==> config.mk <==
export PLATFORM = sky130hd
export DESIGN_NAME = asram_ctrl
export DESIGN_NICKNAME = d
export VERILOG_FILES = /design/src/rtl/asram_pkg.sv /design/src/rtl/asram_phase_timer.sv /design/src/rtl/asram_lane_merge.sv /design/src/rtl/asram_ctrl.sv
export SDC_FILE = /design/constraint.sdc
export NUM_CORES = 1
export LEC_CHECK = 0
export ABC_CLOCK_PERIOD_IN_PS = 3340
export BUFFER_PORTS_ARGS = -buffer_cell sky130_fd_sc_hd__buf_2
export CORE_ASPECT_RATIO = 0.8
export CORE_MARGIN = 10
export CORE_UTILIZATION = 52
export DETAILED_ROUTE_END_ITERATION = 7
export GPL_TIMING_DRIVEN = 1
export PLACE_DENSITY = 0.87
export SETUP_SLACK_MARGIN = 0.5
export SYNTH_ARGS = -nofsm -noshare
export SYNTH_HDL_FRONTEND = slang
export SYNTH_HIERARCHICAL = 1
export SYNTH_SLANG_ARGS = --single-unit
==> constraint.sdc <==
create_clock -name clk -period 3.34 [get_ports clk]
set_input_delay 0.668 -clock clk [delete_from_list [all_inputs] [get_ports clk]]
set_output_delay 0.668 -clock clk [all_outputs]
set_load 0.005 [all_outputs]
==> src/rtl/asram_pkg.sv <==
package asram_pkg;

    typedef enum logic [2:0] {
        ST_IDLE,
        ST_WSETUP,
        ST_WPULSE,
        ST_WHOLD,
        ST_RACCESS,
        ST_RECOVER
    } ctl_state_e;

    // Whole clock cycles that cover a nanosecond limit, never less than one.
    function automatic int unsigned ns_to_cyc(input int unsigned ns, input int unsigned clk_ps);
        int unsigned c;
        c = (ns * 1000 + clk_ps - 1) / clk_ps;
        return (c == 0) ? 1 : c;
    endfunction

    function automatic int unsigned max2(input int unsigned a, input int unsigned b);
        return (a > b) ? a : b;
    endfunction

endpackage

==> src/rtl/asram_phase_timer.sv <==
module asram_phase_timer #(
    parameter int W = 4
) (
    input  logic         clk,
    input  logic         rst_n,
    input  logic         load,
    input  logic [W-1:0] load_val,
    output logic         last
);
    logic [W-1:0] cnt;

    always_ff @(posedge clk or negedge rst_n) begin
        if (!rst_n)
            cnt <= '0;
        else if (load)
            cnt <= load_val;
        else if (cnt != '0)
            cnt <= cnt - W'(1);
    end

    assign last = (cnt == '0);

    // a running phase counts down by one each cycle
    a_r3_timer_step: assert property (@(posedge clk) disable iff (!rst_n)
        (!load && cnt != '0) |=> (cnt == $past(cnt) - W'(1)));

endmodule

==> src/rtl/asram_lane_merge.sv <==
module asram_lane_merge #(
    parameter int DW = 16
) (
    input  logic [DW-1:0]   din,
    input  logic [DW/8-1:0] lane_en,
    output logic [DW-1:0]   dout
);
    localparam int LANES = DW / 8;

    for (genvar l = 0; l < LANES; l++) begin : g_lane
        assign dout[l*8 +: 8] = lane_en[l] ? din[l*8 +: 8] : 8'h00;
    end

endmodule

==> src/rtl/asram_ctrl.sv <==
module asram_ctrl
    import asram_pkg::*;
#(
    parameter int AW        = 17,
    parameter int DW        = 16,
    parameter int CLK_PS    = 5000,
    parameter int T_WC_NS   = 55,
    parameter int T_PWE_NS  = 40,
    parameter int T_SD_NS   = 28,
    parameter int T_AW_NS   = 40,
    parameter int T_RC_NS   = 55,
    parameter int T_AA_NS   = 55,
    parameter int T_DOE_NS  = 25
) (
    input  logic            clk,
    input  logic            rst_n,
    input  logic            req_valid,
    output logic            req_ready,
    input  logic            req_write,
    input  logic [AW-1:0]   req_addr,
    input  logic [DW-1:0]   req_wdata,
    input  logic [DW/8-1:0] req_be,
    output logic            done,
    output logic [DW-1:0]   rd_data,
    output logic [AW-1:0]   mem_addr,
    output logic            mem_cs_n,
    output logic            mem_cs_hi,
    output logic            mem_oe_n,
    output logic            mem_we_n,
    output logic [DW/8-1:0] mem_lane_n,
    output logic [DW-1:0]   mem_dq_out,
    output logic            mem_dq_oe,
    input  logic [DW-1:0]   mem_dq_in
);
    localparam int LANES   = DW / 8;
    localparam int WP_CYC  = int'(max2(max2(ns_to_cyc(T_PWE_NS, CLK_PS), ns_to_cyc(T_SD_NS, CLK_PS)),
                                       ns_to_cyc(T_AW_NS, CLK_PS) - 1));
    localparam int WC_CYC  = int'(ns_to_cyc(T_WC_NS, CLK_PS));
    localparam int WR_SPAN = WP_CYC + 2;
    localparam int PAD_CYC = (WC_CYC > WR_SPAN) ? WC_CYC - WR_SPAN : 0;
    localparam int RD_CYC  = int'(max2(max2(ns_to_cyc(T_AA_NS, CLK_PS), ns_to_cyc(T_RC_NS, CLK_PS)),
                                       ns_to_cyc(T_DOE_NS, CLK_PS))) + 1;
    localparam int CW      = $clog2(max2(max2(WP_CYC, PAD_CYC), RD_CYC) + 1);

    ctl_state_e           state_q, state_d;
    logic                 accept, accept_any, phase_last, tmr_load;
    logic [CW-1:0]        tmr_val;
    logic [LANES-1:0]     be_q, be_d;
    logic [DW-1:0]        merged;

    assign req_ready  = (state_q == ST_IDLE);
    assign accept_any = req_valid && req_ready;
    assign accept     = accept_any && (req_be != '0);
    assign be_d       = accept ? req_be : be_q;

    // next state
    always_comb begin
        state_d = state_q;
        unique case (state_q)
            ST_IDLE:    if (accept) state_d = req_write ? ST_WSETUP : ST_RACCESS;
            ST_WSETUP:  if (phase_last) state_d = ST_WPULSE;
            ST_WPULSE:  if (phase_last) state_d = ST_WHOLD;
            ST_WHOLD:   if (phase_last) state_d = (PAD_CYC > 0) ? ST_RECOVER : ST_IDLE;
            ST_RACCESS: if (phase_last) state_d = ST_IDLE;
            ST_RECOVER: if (phase_last) state_d = ST_IDLE;
            default:    state_d = ST_IDLE;
        endcase
    end

    // phase length loaded on every state change
    always_comb begin
        tmr_load = (state_d != state_q);
        unique case (state_d)
            ST_WPULSE:  tmr_val = CW'(WP_CYC - 1);
            ST_RACCESS: tmr_val = CW'(RD_CYC - 1);
            ST_RECOVER: tmr_val = CW'((PAD_CYC > 0) ? PAD_CYC - 1 : 0);
            default:    tmr_val = '0;
        endcase
    end

    asram_phase_timer #(.W(CW)) u_timer (
        .clk      (clk),
        .rst_n    (rst_n),
        .load     (tmr_load),
        .load_val (tmr_val),
        .last     (phase_last)
    );

    asram_lane_merge #(.DW(DW)) u_merge (
        .din     (mem_dq_in),
        .lane_en (be_q),
        .dout    (merged)
    );

    // state register
    always_ff @(posedge clk or negedge rst_n) begin
        if (!rst_n) begin
            state_q <= ST_IDLE;
            be_q    <= '0;
        end else begin
            state_q <= state_d;
            if (accept) be_q <= req_be;
        end
    end

    // strobes, registered from the next state so they switch cleanly
    always_ff @(posedge clk or negedge rst_n) begin
        if (!rst_n) begin
            mem_addr   <= '0;
            mem_cs_n   <= 1'b1;
            mem_cs_hi  <= 1'b0;
            mem_oe_n   <= 1'b1;
            mem_we_n   <= 1'b1;
            mem_lane_n <= '1;
            mem_dq_out <= '0;
            mem_dq_oe  <= 1'b0;
        end else begin
            mem_cs_n   <= 1'b1;
            mem_cs_hi  <= 1'b0;
            mem_oe_n   <= 1'b1;
            mem_we_n   <= 1'b1;
            mem_lane_n <= '1;
            mem_dq_oe  <= 1'b0;
            unique case (state_d)
                ST_WSETUP, ST_WHOLD: begin
                    mem_cs_n   <= 1'b0;
                    mem_cs_hi  <= 1'b1;
                    mem_lane_n <= ~be_d;
                    mem_dq_oe  <= 1'b1;
                end
                ST_WPULSE: begin
                    mem_cs_n   <= 1'b0;
                    mem_cs_hi  <= 1'b1;
                    mem_lane_n <= ~be_d;
                    mem_dq_oe  <= 1'b1;
                    mem_we_n   <= 1'b0;
                end
                ST_RACCESS: begin
                    mem_cs_n   <= 1'b0;
                    mem_cs_hi  <= 1'b1;
                    mem_lane_n <= ~be_d;
                    mem_oe_n   <= 1'b0;
                end
                default: ;
            endcase
            if (accept) begin
                mem_addr   <= req_addr;
                mem_dq_out <= req_wdata;
            end
        end
    end

    // completion and read capture
    always_ff @(posedge clk or negedge rst_n) begin
        if (!rst_n) begin
            done    <= 1'b0;
            rd_data <= '0;
        end else begin
            done <= (accept_any && req_be == '0) ||
                    (state_q != ST_IDLE && state_d == ST_IDLE);
            if (state_q == ST_RACCESS && phase_last)
                rd_data <= merged;
            else if (accept_any && req_be == '0 && !req_write)
                rd_data <= '0;
        end
    end

    // write-enable low run length, for the pulse-width check
    logic [CW-1:0] we_lo_cnt;
    always_ff @(posedge clk or negedge rst_n) begin
        if (!rst_n)            we_lo_cnt <= '0;
        else if (!mem_we_n)    we_lo_cnt <= we_lo_cnt + CW'(1);
        else                   we_lo_cnt <= '0;
    end

    a_r1_idle_quiet: assert property (@(posedge clk) disable iff (!rst_n)
        req_ready |-> (mem_cs_n && mem_we_n && mem_oe_n && !mem_dq_oe && (&mem_lane_n)));

    a_r2_done_with_ready: assert property (@(posedge clk) disable iff (!rst_n)
        done |-> req_ready);

    a_r3_we_pulse_len: assert property (@(posedge clk) disable iff (!rst_n)
        $rose(mem_we_n) |-> (we_lo_cnt == CW'(WP_CYC)));

    a_r3_hold_driven: assert property (@(posedge clk) disable iff (!rst_n)
        $rose(mem_we_n) |-> (mem_dq_oe && !mem_cs_n));

    a_r4_oe_high_in_write: assert property (@(posedge clk) disable iff (!rst_n)
        !mem_we_n |-> mem_oe_n);

    a_r5_wdata_stable: assert property (@(posedge clk) disable iff (!rst_n)
        !mem_we_n |-> (mem_dq_oe && $stable(mem_dq_out)));

    a_r11_cs_pair: assert property (@(posedge clk) disable iff (!rst_n)
        mem_cs_hi == !mem_cs_n);

    a_r11_lane_on_select: assert property (@(posedge clk) disable iff (!rst_n)
        !mem_cs_n |-> !(&mem_lane_n));

endmodule

==> metrics.md <==
| Metric | Value |
|---|---|
| CTS tree | `done` |
| YS warnings | `6` |
| Crit Path Max Fanout | `36` |
| Leak | `around 1.8 nW` |
| Achievable frequency | `399.6 MHz` |
| Clk buf depth | `2` |
| Syn Std Cell Area | `2937 um^2` |
| Pin count of the biggest net entering global routing | `67` |
| Pin slew with the least headroom to its limit | `0.8127 ns` |
| Routed Antenna Nets | `0` |
| Die Ht | `about 87 um` |
| Fin crit period | `between 2 and 3 ns` |
| Die area | `9072 um^2` |
| Share of the synthesized area in the top cell type | `0.5198` |
| Total grt overflow | `0` |
| Seq cells post-synth | `66` |
| Worst vdd ir | `~0.00048 V` |
| Setup crit end kind | `flip-flop` |
| WL/cell | `roughly 16 um` |
| Sequential power share | `0.416` |
| DRT Wirelength | `between 6000 and 7000 um` |
| Clock power frac | `0.192` |
| Slew Limit Headroom | `0.4563` |
| Setup bufs post-CTS | `0` |
| DRC | `0` |
| Starting Density | `0.5373` |
| Combinational power share | `0.391` |
| Required @ worst endpoint | `3.56 ns` |
| Largest area contributor in the netlist | `dfrtp_1` |
| HPWL after DPL | `between 5000 and 6000 um` |
| Core Region | `5465 um^2` |
| Pre-CTS WS | `around 0.7 ns` |
| H-tree levels | `3` |
| NumNets Final | `401` |
| Clk Latency, worst-skew pair | `approximately 0.33 ns` |
| Power Dens Cells | `927.3 nW/um^2` |
| Total Neg Setup Slack | `0 ns` |
| Ys flop type | `dfrtp_1` |
| DIE WIDTH | `between 100 and 150 um` |
| All-Layer GR Usage | `0.1578` |
| Post-Syn Instances | `236` |
| Status | `finished clean` |
| Area Growth Syn to Fin | `26.29%` |
| Syn avg cell area | `12.44 um^2` |
| Largest cells by area after synthesis | `dfrtp_1 (52%), mux2_2 (13%), o2bb2ai_1 (4.8%)` |
| Initial antenna violation count | `0` |
| Cell Rows | `24` |
| Async SR Flop Fraction | `1.000` |
| Via/cell ratio | `4.967` |
| Worst-path clk slew | `around 0.07 ns` |
| Top-level port count | `113` |
| Global-route wire length before repair | `11,390 um` |
| Sw Ratio | `0.3399` |
| CTS Sinks | `66` |
| Port bufs | `112` |
| Post-CTS sizing | `0` |
| Router iterations before antenna repair | `4` |
| Most frequent cells after synthesis | `dfrtp_1 (61), mux2_2 (35), nand2_1 (22), and2_1 (19), o2bb2ai_1 (16)` |
| Final Setup Violations | `0` |
| Seq/Total Area, Yosys | `0.5646` |
| GP Congestion | `just under 0.8` |
| Critical Path Start Type | `flip-flop` |
| Root buffer cell | `clkbuf_8` |
| Share of cells above drive strength 1 | `0.5029` |
| Setup WS post-layout | `approximately 0.84 ns` |
| Slew Limit Fails | `0` |
| Unrepaired setup endpoints after global routing | `no` |
| Vias post-DR | `2,126` |
| Kind of critical path | `reg -> reg` |
| Min-Delay Path Class | `reg -> reg` |
| Yosys cell types | `40` |
| Top-count cell post-synth | `dfrtp_1` |
| Crit path DAT | `2.72 ns` |
| Max cap viols | `0` |
| Sw power | `about 1.2 mW` |
| Hold Vio Cnt, Final | `0` |
| Antenna diodes | `0` |
| Period utilisation layout | `0.7492` |
| Cts hold-fix bufs | `0` |
| Num CTS Buffers | `9` |
| First-iteration detailed-routing DRC count | `about 110` |
| Syn nets | `292` |
| Vias in the first global route | `approximately 2,200` |
| Internal power | `2.270 mW` |
| Post-synth EDFFs | `0` |
| Worst clock skew | `between 0.006 and 0.007 ns` |
==> cells by family (layout without fill, tap and decap cells) <==
kind of cell,after synthesis,after routing,synth area share
compound gates,42,42,0.1052
fa+ha+maj,1,1,0.004260
simple gates,68,68,0.1381
flops,66,66,0.5646
buf+inv,19,133,0.03792
mux,37,37,0.1410
xor+xnor,3,3,0.008949
==> registers in the layout, summed over array words and instances, names as in the netlist, 2 cells and up <==
register / flops
mem_dq_out: 16
u_timer/cnt: 4
mem_lane_n: 2
rd_data: 16
mem_addr: 17
state_q: 3
be_q: 2
==> power groups by stage <==
stage               clock, mW  sequential, mW  combinational (mW)
floorplan                   0            1.40               0.884
global placement            0            1.43                1.32
detailed placement          0            1.45                1.37
CTS                     0.685            1.44                1.37
global route            0.721            1.49                1.50
finish                  0.662            1.43                1.35
==> placed cells by master, fill, tap and decap left out, drive strengths merged, types with 3 or more instances in the layout <==
cell type	synthesis	final
buf	7	113
inv	4	5
o2bb2ai	16	16
nand2	23	23
dfrtp	61	61
mux2	35	35
clkbuf	8	10
dfstp	5	5
nor3	7	7
o21a	3	3
nor2	7	7
and2	19	19
o21ai	10	10
xnor2	3	3
clkinv	0	3
==> cell type report <==
class / instances / area [um^2]
fillers: 426 / 1757
flip-flops and latches: 66 / 1658
multi-input cells: 151 / 1167
repair buffers: 113 / 568.0
clock buffers: 10 / 137.6
well taps: 78 / 97.59
clock inverters: 6 / 65.06
inverters: 4 / 15.01
==> metrics by stage <==
step	cells	area, um^2	util	power, mW	hold WS, ns
final	428	3709	0.6786	3.439	0.4991
after floorplan	236	2937	-	2.284	0.3724
after global placement	412	3506	0.6415	2.746	0.4805
after detailed placement	412	3506	0.6415	2.820	0.4889
after CTS	428	3709	0.6786	3.495	0.5048
after global routing	428	3709	0.6786	3.709	0.5207
==> per-layer routing <==
metal | routed length, um | vias up | GRT usage | share of wire
li1 | - | 1050 | - | -
met1 | 2957 | 993 | 0.1824 | 0.43
met2 | 3407 | 79 | 0.2638 | 0.49
met3 | 499 | 4 | 0.06805 | 0.072
met4 | 55 | 0 | 0.04540 | 0.0079
met5 | 0 | - | 0 | 0
==> final timing paths <==
kind,startpoint,to,slack [ns],depth (start not counted)
worst min register to register,mem_dq_out[1],mem_dq_out[1],0.50,1
worst min-delay path,mem_dq_out[1],mem_dq_out[1],0.50,1
min in group asynchronous,rst_n,mem_addr[4],0.51,2
worst max register to register,state_q[1],u_timer/cnt[3],0.84,5
worst max-delay path,state_q[1],u_timer/cnt[3],0.84,5
max in group asynchronous,rst_n,rd_data[6],2.33,2
==> worst max-delay path, cell delays in order (launching register included) <==
cell	delay, ns
dfrtp_1	0.57
nor4b_4	0.43
nand2_2	0.53
nand2_1	0.44
nor3_1	0.09
a221o_1	0.32
Note: power is estimated with default switching activity, not from simulation.
